### config.mk
export PLATFORM = sky130hd
export DESIGN_NAME = fm_slot_sequencer
export DESIGN_NICKNAME = d
export VERILOG_FILES = /design/src/rtl/fm_slot_pkg.sv /design/src/rtl/fm_slot_counter.sv /design/src/rtl/fm_test_reg.sv /design/src/rtl/fm_readout.sv /design/src/rtl/fm_slot_sequencer.sv
export SDC_FILE = /design/constraint.sdc
export NUM_CORES = 1
export LEC_CHECK = 0
export ABC_AREA = 0
export CAP_MARGIN = 30
export CORE_ASPECT_RATIO = 1.75
export CORE_MARGIN = 4
export CORE_UTILIZATION = 33
export DETAILED_ROUTE_END_ITERATION = 8
export PLACE_DENSITY = 0.79
export REMOVE_ABC_BUFFERS = 1
export SLEW_MARGIN = 5
export SYNTH_ARGS = -nofsm -noshare
export SYNTH_HDL_FRONTEND = slang
export SYNTH_SLANG_ARGS = --single-unit
export TNS_END_PERCENT = 20
### constraint.sdc
create_clock -name clk -period 1.5 [get_ports clk]
set_input_delay 0.3 -clock clk [delete_from_list [all_inputs] [get_ports clk]]
set_output_delay 0.3 -clock clk [all_outputs]
set_load 0.1 [all_outputs]
### src/rtl/fm_slot_pkg.sv
package fm_slot_pkg;

  typedef enum logic [1:0] {
    ROLE_M1 = 2'd0,
    ROLE_M2 = 2'd1,
    ROLE_C1 = 2'd2,
    ROLE_C2 = 2'd3
  } op_role_e;

  localparam int WORD_W = 16;
  localparam int BYTE_W = 8;

  // test register bit positions
  localparam int TBIT_LFO_HALT = 1;
  localparam int TBIT_PG_HALT  = 3;
  localparam int TBIT_NEG      = 4;
  localparam int TBIT_EG_HALT  = 5;
  localparam int TBIT_RD_EN    = 6;
  localparam int TBIT_BYTE_HI  = 7;

  function automatic int unsigned chan_of(int unsigned s, int unsigned n_ch);
    return s % n_ch;
  endfunction

  function automatic int unsigned op_of(int unsigned s, int unsigned off, int unsigned n);
    return (s + off) % n;
  endfunction

  // slot groups run C2, M1, M2, C1: role code is group index plus 3, mod 4
  function automatic op_role_e role_of(int unsigned s, int unsigned grp);
    logic [1:0] g;
    g = 2'((s / grp) + 3);
    return op_role_e'(g);
  endfunction

  function automatic logic [BYTE_W-1:0] pick_byte(logic [WORD_W-1:0] d, logic hi, logic neg);
    logic [WORD_W-1:0] v;
    v = d ^ {neg, {(WORD_W-1){1'b0}}};
    return hi ? v[WORD_W-1 -: BYTE_W] : v[BYTE_W-1:0];
  endfunction

endpackage

### src/rtl/fm_slot_counter.sv
module fm_slot_counter #(
  parameter int NUM_SLOTS = 32,
  localparam int SLOT_W = $clog2(NUM_SLOTS)
) (
  input  logic              clk,
  input  logic              rst_n,
  output logic [SLOT_W-1:0] slot
);
  localparam logic [SLOT_W-1:0] LAST = SLOT_W'(NUM_SLOTS - 1);

  logic at_last;
  assign at_last = (slot == LAST);

  always_ff @(posedge clk) begin
    if (!rst_n)       slot <= '0;
    else if (at_last) slot <= '0;
    else              slot <= slot + 1'b1;
  end

  a_r1_wrap: assert property (@(posedge clk) disable iff (!rst_n)
    at_last |=> slot == '0);
  a_r1_step: assert property (@(posedge clk) disable iff (!rst_n)
    !at_last |=> slot == SLOT_W'($past(slot) + 1'b1));

endmodule

### src/rtl/fm_test_reg.sv
module fm_test_reg #(
  parameter int ADDR_W = 8,
  parameter logic [ADDR_W-1:0] REG_ADDR = 8'h01
) (
  input  logic              clk,
  input  logic              rst_n,
  input  logic              wr_en,
  input  logic [ADDR_W-1:0] addr,
  input  logic [7:0]        wdata,
  output logic [7:0]        treg,
  output logic              lfo_restart
);
  import fm_slot_pkg::*;

  logic hit;
  logic lfo_release;
  assign hit         = wr_en && (addr == REG_ADDR);
  assign lfo_release = hit && treg[TBIT_LFO_HALT] && !wdata[TBIT_LFO_HALT];

  always_ff @(posedge clk) begin
    if (!rst_n) begin
      treg        <= '0;
      lfo_restart <= 1'b0;
    end else begin
      if (hit) treg <= wdata;
      lfo_restart <= lfo_release;
    end
  end

  a_r5_hold: assert property (@(posedge clk) disable iff (!rst_n)
    !hit |=> $stable(treg));
  a_r9_pulse: assert property (@(posedge clk) disable iff (!rst_n)
    lfo_restart |-> (!treg[TBIT_LFO_HALT] && $past(treg[TBIT_LFO_HALT])));
  a_r9_single: assert property (@(posedge clk) disable iff (!rst_n)
    lfo_restart |=> !lfo_restart);

endmodule

### src/rtl/fm_readout.sv
module fm_readout (
  input  logic                            clk,
  input  logic                            rst_n,
  input  logic                            rd_en,
  input  logic                            hi_sel,
  input  logic                            neg,
  input  logic [fm_slot_pkg::WORD_W-1:0]  slot_data,
  input  logic                            busy,
  input  logic                            timer_a_flag,
  input  logic                            timer_b_flag,
  output logic [fm_slot_pkg::BYTE_W-1:0]  status_out
);
  import fm_slot_pkg::*;

  logic [BYTE_W-1:0] rd_byte;
  logic [BYTE_W-1:0] norm_byte;
  assign rd_byte   = pick_byte(slot_data, hi_sel, neg);
  assign norm_byte = {{(BYTE_W-3){1'b0}}, busy, timer_b_flag, timer_a_flag};

  always_ff @(posedge clk) begin
    if (!rst_n) status_out <= '0;
    else        status_out <= rd_en ? rd_byte : norm_byte;
  end

  a_r8_idle: assert property (@(posedge clk) disable iff (!rst_n)
    !rd_en |=> status_out == {5'b0, $past(busy), $past(timer_b_flag), $past(timer_a_flag)});
  a_r6_high: assert property (@(posedge clk) disable iff (!rst_n)
    (rd_en && hi_sel && !neg) |=> status_out == $past(slot_data[15:8]));
  a_r7_sign: assert property (@(posedge clk) disable iff (!rst_n)
    (rd_en && hi_sel && neg) |=> status_out[7] != $past(slot_data[15]));

endmodule

### src/rtl/fm_slot_sequencer.sv
module fm_slot_sequencer #(
  parameter int NUM_SLOTS  = 32,
  parameter int NUM_CHANS  = 8,
  parameter int OP_OFFSET  = 24,
  parameter int ADDR_W     = 8,
  parameter logic [ADDR_W-1:0] TEST_ADDR = 8'h01,
  localparam int SLOT_W = $clog2(NUM_SLOTS),
  localparam int CH_W   = $clog2(NUM_CHANS)
) (
  input  logic              clk,
  input  logic              rst_n,
  input  logic              tr_wr_en,
  input  logic [ADDR_W-1:0] tr_addr,
  input  logic [7:0]        tr_wdata,
  input  logic [15:0]       slot_data,
  input  logic              busy,
  input  logic              timer_a_flag,
  input  logic              timer_b_flag,
  output logic [SLOT_W-1:0] slot_idx,
  output logic [CH_W-1:0]   chan_idx,
  output logic [1:0]        role,
  output logic [SLOT_W-1:0] op_num,
  output logic [7:0]        status_out,
  output logic              eg_halt,
  output logic              pg_am_halt,
  output logic              lfo_halt,
  output logic              lfo_restart,
  output logic              neg_out
);
  import fm_slot_pkg::*;

  logic [7:0] treg;
  op_role_e   role_e;

  fm_slot_counter #(.NUM_SLOTS(NUM_SLOTS)) u_cnt (
    .clk  (clk),
    .rst_n(rst_n),
    .slot (slot_idx)
  );

  always_comb begin
    chan_idx = CH_W'(chan_of(32'(slot_idx), NUM_CHANS));
    op_num   = SLOT_W'(op_of(32'(slot_idx), OP_OFFSET, NUM_SLOTS));
    role_e   = role_of(32'(slot_idx), NUM_CHANS);
    role     = role_e;
  end

  fm_test_reg #(.ADDR_W(ADDR_W), .REG_ADDR(TEST_ADDR)) u_treg (
    .clk        (clk),
    .rst_n      (rst_n),
    .wr_en      (tr_wr_en),
    .addr       (tr_addr),
    .wdata      (tr_wdata),
    .treg       (treg),
    .lfo_restart(lfo_restart)
  );

  assign eg_halt    = treg[TBIT_EG_HALT];
  assign pg_am_halt = treg[TBIT_PG_HALT];
  assign lfo_halt   = treg[TBIT_LFO_HALT];
  assign neg_out    = treg[TBIT_NEG];

  fm_readout u_rd (
    .clk         (clk),
    .rst_n       (rst_n),
    .rd_en       (treg[TBIT_RD_EN]),
    .hi_sel      (treg[TBIT_BYTE_HI]),
    .neg         (treg[TBIT_NEG]),
    .slot_data   (slot_data),
    .busy        (busy),
    .timer_a_flag(timer_a_flag),
    .timer_b_flag(timer_b_flag),
    .status_out  (status_out)
  );

  a_r4_op_step: assert property (@(posedge clk) disable iff (!rst_n)
    1'b1 |=> op_num == SLOT_W'($past(op_num) + 1'b1));
  a_r3_role_op: assert property (@(posedge clk) disable iff (!rst_n)
    role == op_num[SLOT_W-1 -: 2]);
  a_r2_chan_step: assert property (@(posedge clk) disable iff (!rst_n)
    1'b1 |=> chan_idx == CH_W'($past(chan_idx) + 1'b1));

endmodule

# [Word level (Yosys, flattened, before mapping)]
# Index checks and enable logic that the tools add are counted.
[word_totals] regBits=22 in_bits=38 output_inout_bits=28 word_cells=20
[classes] n_addsub=3 n_eq_ne=2 n_mux=2 bitwise=2 reduce_logical=6
[ops] operator="$xor A16 B16 Y16" count=1
[ops] operator="$eq A8 B1 Y1 const B" count=1
[ops] operator="$mux W8" count=1
[ops] operator="$add A5 B1 Y5 const B" count=1
[ops] operator="$add A5 B5 Y5 const B" count=1
[ops] operator="$eq A5 B5 Y1 const B" count=1
[ops] operator="$logic_and A1 B1 Y1" count=3
[ops] operator="$mux W3" count=1
[ops] operator="$add A2 B2 Y2 const B" count=1
[ops] operator="$reduce_and A2 Y1" count=1
[ops] operator="$reduce_or A2 Y1" count=1
[ops] operator="$logic_not A1 Y1" count=1
[ops] operator="$not A1 Y1" count=1

# [Longest topological paths before layout]
[depth] ltp_word=4 mapped_depth=5 ltp_nobuf=5

# [Hierarchy]
# From an unflattened synthesis, not the netlist that was laid out.
[hier_totals] hier_cells=100 hier_area_um2=969.7
[by_module_without_submodules] module="fm_test_reg" instances=1 cells_each=40 area_each_um2=382.9 seq_area_each_um2=180.2
[by_module_without_submodules] module="fm_readout" instances=1 cells_each=30 area_each_um2=312.8 seq_area_each_um2=160.2
[by_module_without_submodules] module="fm_slot_counter" instances=1 cells_each=20 area_each_um2=201.4 seq_area_each_um2=100.1
[by_module_without_submodules] module="fm_slot_sequencer" instances=1 cells_each=10 area_each_um2=72.6 seq_area_each_um2=0.0

# [Worst setup path after synthesis]
# Ideal clock, no wire load.
[synth_path] kind="register to output" start="register u_cnt.slot[3]" end="output port role[1]" arrival_time_ns=2.966 required_time_ns=1.200 path_slack_ns=-1.766 stages_incl_launch_ff=3 n_path_buf=1 path_cell_list="dfxtp_1 -> xnor2_1 -> buf_4"
[synth_via] elab_chain_len=1
[synth_rtl] item="start, declared" line_no="fm_slot_counter.sv:7" rtl="output logic [SLOT_W-1:0] slot"
[synth_rtl] item="start signal, assigned" line_no="fm_slot_counter.sv:17" rtl="else slot <= slot + 1'b1;"
[synth_rtl] item="$add A2 B2 Y2" line_no="fm_slot_pkg.sv:32" rtl="g = 2'((s / grp) + 3);"
[synth_rtl] item="end, declared" line_no="fm_slot_sequencer.sv:21" rtl="output logic [1:0] role,"
# No other way between the ends.

# [Worst setup path after layout]
[layout_path] start="register u_cnt.slot[4]" end="output port role[1]"
# Same word-level chain as after synthesis.

==> impl_metrics.ini <==
[route]
drtIter0Drc = 8
via_per_inst = 4.774
drc = 0
antenna_left = 0
drt-pass1-iter-count = 2
via_count = 845
routed_wl_um = 2578
post_drt_wl_per_cell_um = 14.56

[min_path]
hold_end = u_treg.treg[5]$_SDFFE_PN0P_
worstHoldStart = u_treg.treg[5]$_SDFFE_PN0P_
hold_class = reg -> reg
holdPathStages = 2

[die]
die_width_um = 46.75
fp.coreArea_um2 = 2492
ios = 66
start_util_pct = 34.79
die_h_um = 75.81
rows = 24
dieArea_um2 = 3544

[layout]
insertedDiodeCount = 0
final_nets = 193
fin_cells = 177
n_fill_cell = 181
syn_to_final_growth_pct = 111.5
final_layout_size_suffix_gt1_share_pct = 28.48

[worst_setup_path]
arrival_ns = 1.13
path_class = reg -> out
end_kind = primary output
startpoint_type = flop
critical_path_required_ns = 1.20
critPathMaxFanout = 3
worstRegToRegCells = 5
r2r_start = u_cnt.slot[0]$_SDFF_PP0_
r2r-end = u_cnt.slot[2]$_SDFF_PP0_
rrSetupSlack_ns = 0.19

[placement]
place_congestion = 0.7301
io_buffers = 63
dp_cells = 174

[global_routing]
grt_pass1_vias = 928
antenna_found_initial = 0
track_usage_pct = 16.22
overflow = 0
grt_max_degree = 11
grt_pass1_wl_um = 4077

[sta]
post-route-period-util_pct = 95.44
clock_skew_ns = 0.001494
fin_crit_ns = 1.432
relSlewSlack_pct = 79.78
maxSlewViolCount = 0
hold_violations = 0
finalSetupViolations = 0
hold_slack_ns = 0.5013
grt_setup_unrepaired = no
fmax_mhz = 698.5
tightest_slew_ns = 0.3018
finalSetupTns_ns = 0

[synthesis]
synth.yosys.warnings = 0
synth_top_cell_by_area = dfxtp_1
netlist-cell-type-count = 21
synth-seq-cells = 20
syn_inst = 89
synth_top_area_share_pct = 46.18
synth.avg_cell_area_um2 = 9.742
synth.cell_area_um2 = 867.1
ys_seq_area_share_pct = 46.18
synthTopCellsByArea = dfxtp_1, mux2i_1, buf_4

[clock_tree]
cts_max_level = 1
cts_buffers = 3
clock-root-buffer = clkbuf_8
cts_tree = done
clkLatencyLatePin_ns = 0.25
clock_path_buffers = 2
cts_setup_buffers = 0
clkTransAtPathRegs_ns = 0.07
cts_hold_buffers = 0
cts.sinks = 20

[pwr]
ir_worst_vdd_mv = 0.5811
powerDensity_nw_per_um2 = 732.8
p_leak_nw = 0.7430

[outcome]
status = finished, final reports clean

[job]
drv_cap = 0
## how the worst max path moves through the flow
stage                                             end  slack [ns]                     start
after floorplan                             op_num[4]       -2.69  u_cnt.slot[3]$_SDFF_PP0_
after global placement    u_treg.treg[7]$_SDFFE_PN0P_       -0.07                tr_addr[2]
after detailed placement  u_treg.treg[7]$_SDFFE_PN0P_       -0.17                tr_addr[2]
after CTS                                     role[1]        0.02  u_cnt.slot[3]$_SDFF_PP0_
after global routing                          role[1]        0.02  u_cnt.slot[4]$_SDFF_PP0_
final                                         role[1]        0.07  u_cnt.slot[4]$_SDFF_PP0_
## layout make-up
| class | instances | area [um2] | share of cell area [%] |
|---|---|---|---|
| Tap cell | 26 | 32.53 | 1.774 |
| Sequential cell | 20 | 402.9 | 21.96 |
| Clock buffer | 3 | 41.29 | 2.251 |
| Timing Repair Buffer | 70 | 963.4 | 52.52 |
| Inverter | 3 | 11.26 | 0.6139 |
| Multi-Input combinational cell | 55 | 382.9 | 20.87 |
## through the flow
stage	utilization (%)	worst slack, ns	power [mW]	cell area (um2)
global placement	71.54	-0.07132	1.012	1783
detailed placement	71.54	-0.1662	1.021	1783
floorplan	-	-2.694	0.7806	787.0
CTS	73.49	0.01914	1.358	1832
global route	73.59	0.01762	1.394	1834
finish	73.59	0.06835	1.344	1834
## worst max-delay path, cell delays in order (launching register included)
cell and delay (ns):
dfxtp_2 0.36, xnor2_2 0.30, buf_12 0.22
## what timing repair did
item,CTS,global route
setup endpoints to repair,2,2
pin swaps,0,1
gates resized for setup,1,2
## kinds of logic (layout without fill, tap and decap cells)
kind of cell	after synthesis	after routing	share of synthesized area [%]
AO/OA/AOI/OAI	4	4	4.329
flip-flops	20	20	46.18
AND/OR/NAND/NOR	32	32	17.03
adder cells (fa/ha/maj)	2	2	2.886
buffers and inverters	14	76	10.53
multiplexers	13	13	15.01
XOR/XNOR	4	4	4.040
## synth_stat cells
cell type  count
dfxtp_1       20
nand2_1       15
mux2i_1       13
nor2_1        10
buf_4          8
xnor2_1        4
o211a_1        3
ha_1           2
inv_1          2
a211oi_1       1
and3_1         1
and4b_1        1
buf_2          1
buf_6          1
clkbuf_1       1
inv_2          1
nand2b_1       1
nand3_1        1
nor3b_1        1
nor3b_2        1
nor4_1         1
## flip-flops by register name (all words and copies together), names as in the netlist
| name | flops |
|---|---|
| u_treg.treg | 6 |
| u_treg.lfo_restart | 1 |
| u_rd.status_out | 8 |
| u_cnt.slot | 5 |
## cell usage in the layout, fill, tap and decap left out, drive strengths merged
cell	instances
clkdlybuf4s50	35
buf	35
dfxtp	20
nand2	15
mux2i	13
nor2	10
xnor2	4
o211a	3
clkbuf	3
inv	3
ha	2
nor3b	2
nor4	1
and4b	1
a211oi	1
nand2b	1
nand3	1
and3	1
## routing by layer
metal / routed length (um) / vias to the layer above / GRT usage (%)
met1: 777 / 379 / 14.31
met4: 87 / 0 / 7.692
met5: 0 / - / 0
met3: 180 / 9 / 4.255
met2: 1533 / 45 / 31.75
li1: - / 412 / -
## report_power, final
part	leakage, nW	switching (mW)	internal [mW]
clock network	0.0216	0.158	0.178
registers	0.164	0.00856	0.543
logic	0.558	0.253	0.203
(Power assumes the default switching activity.)
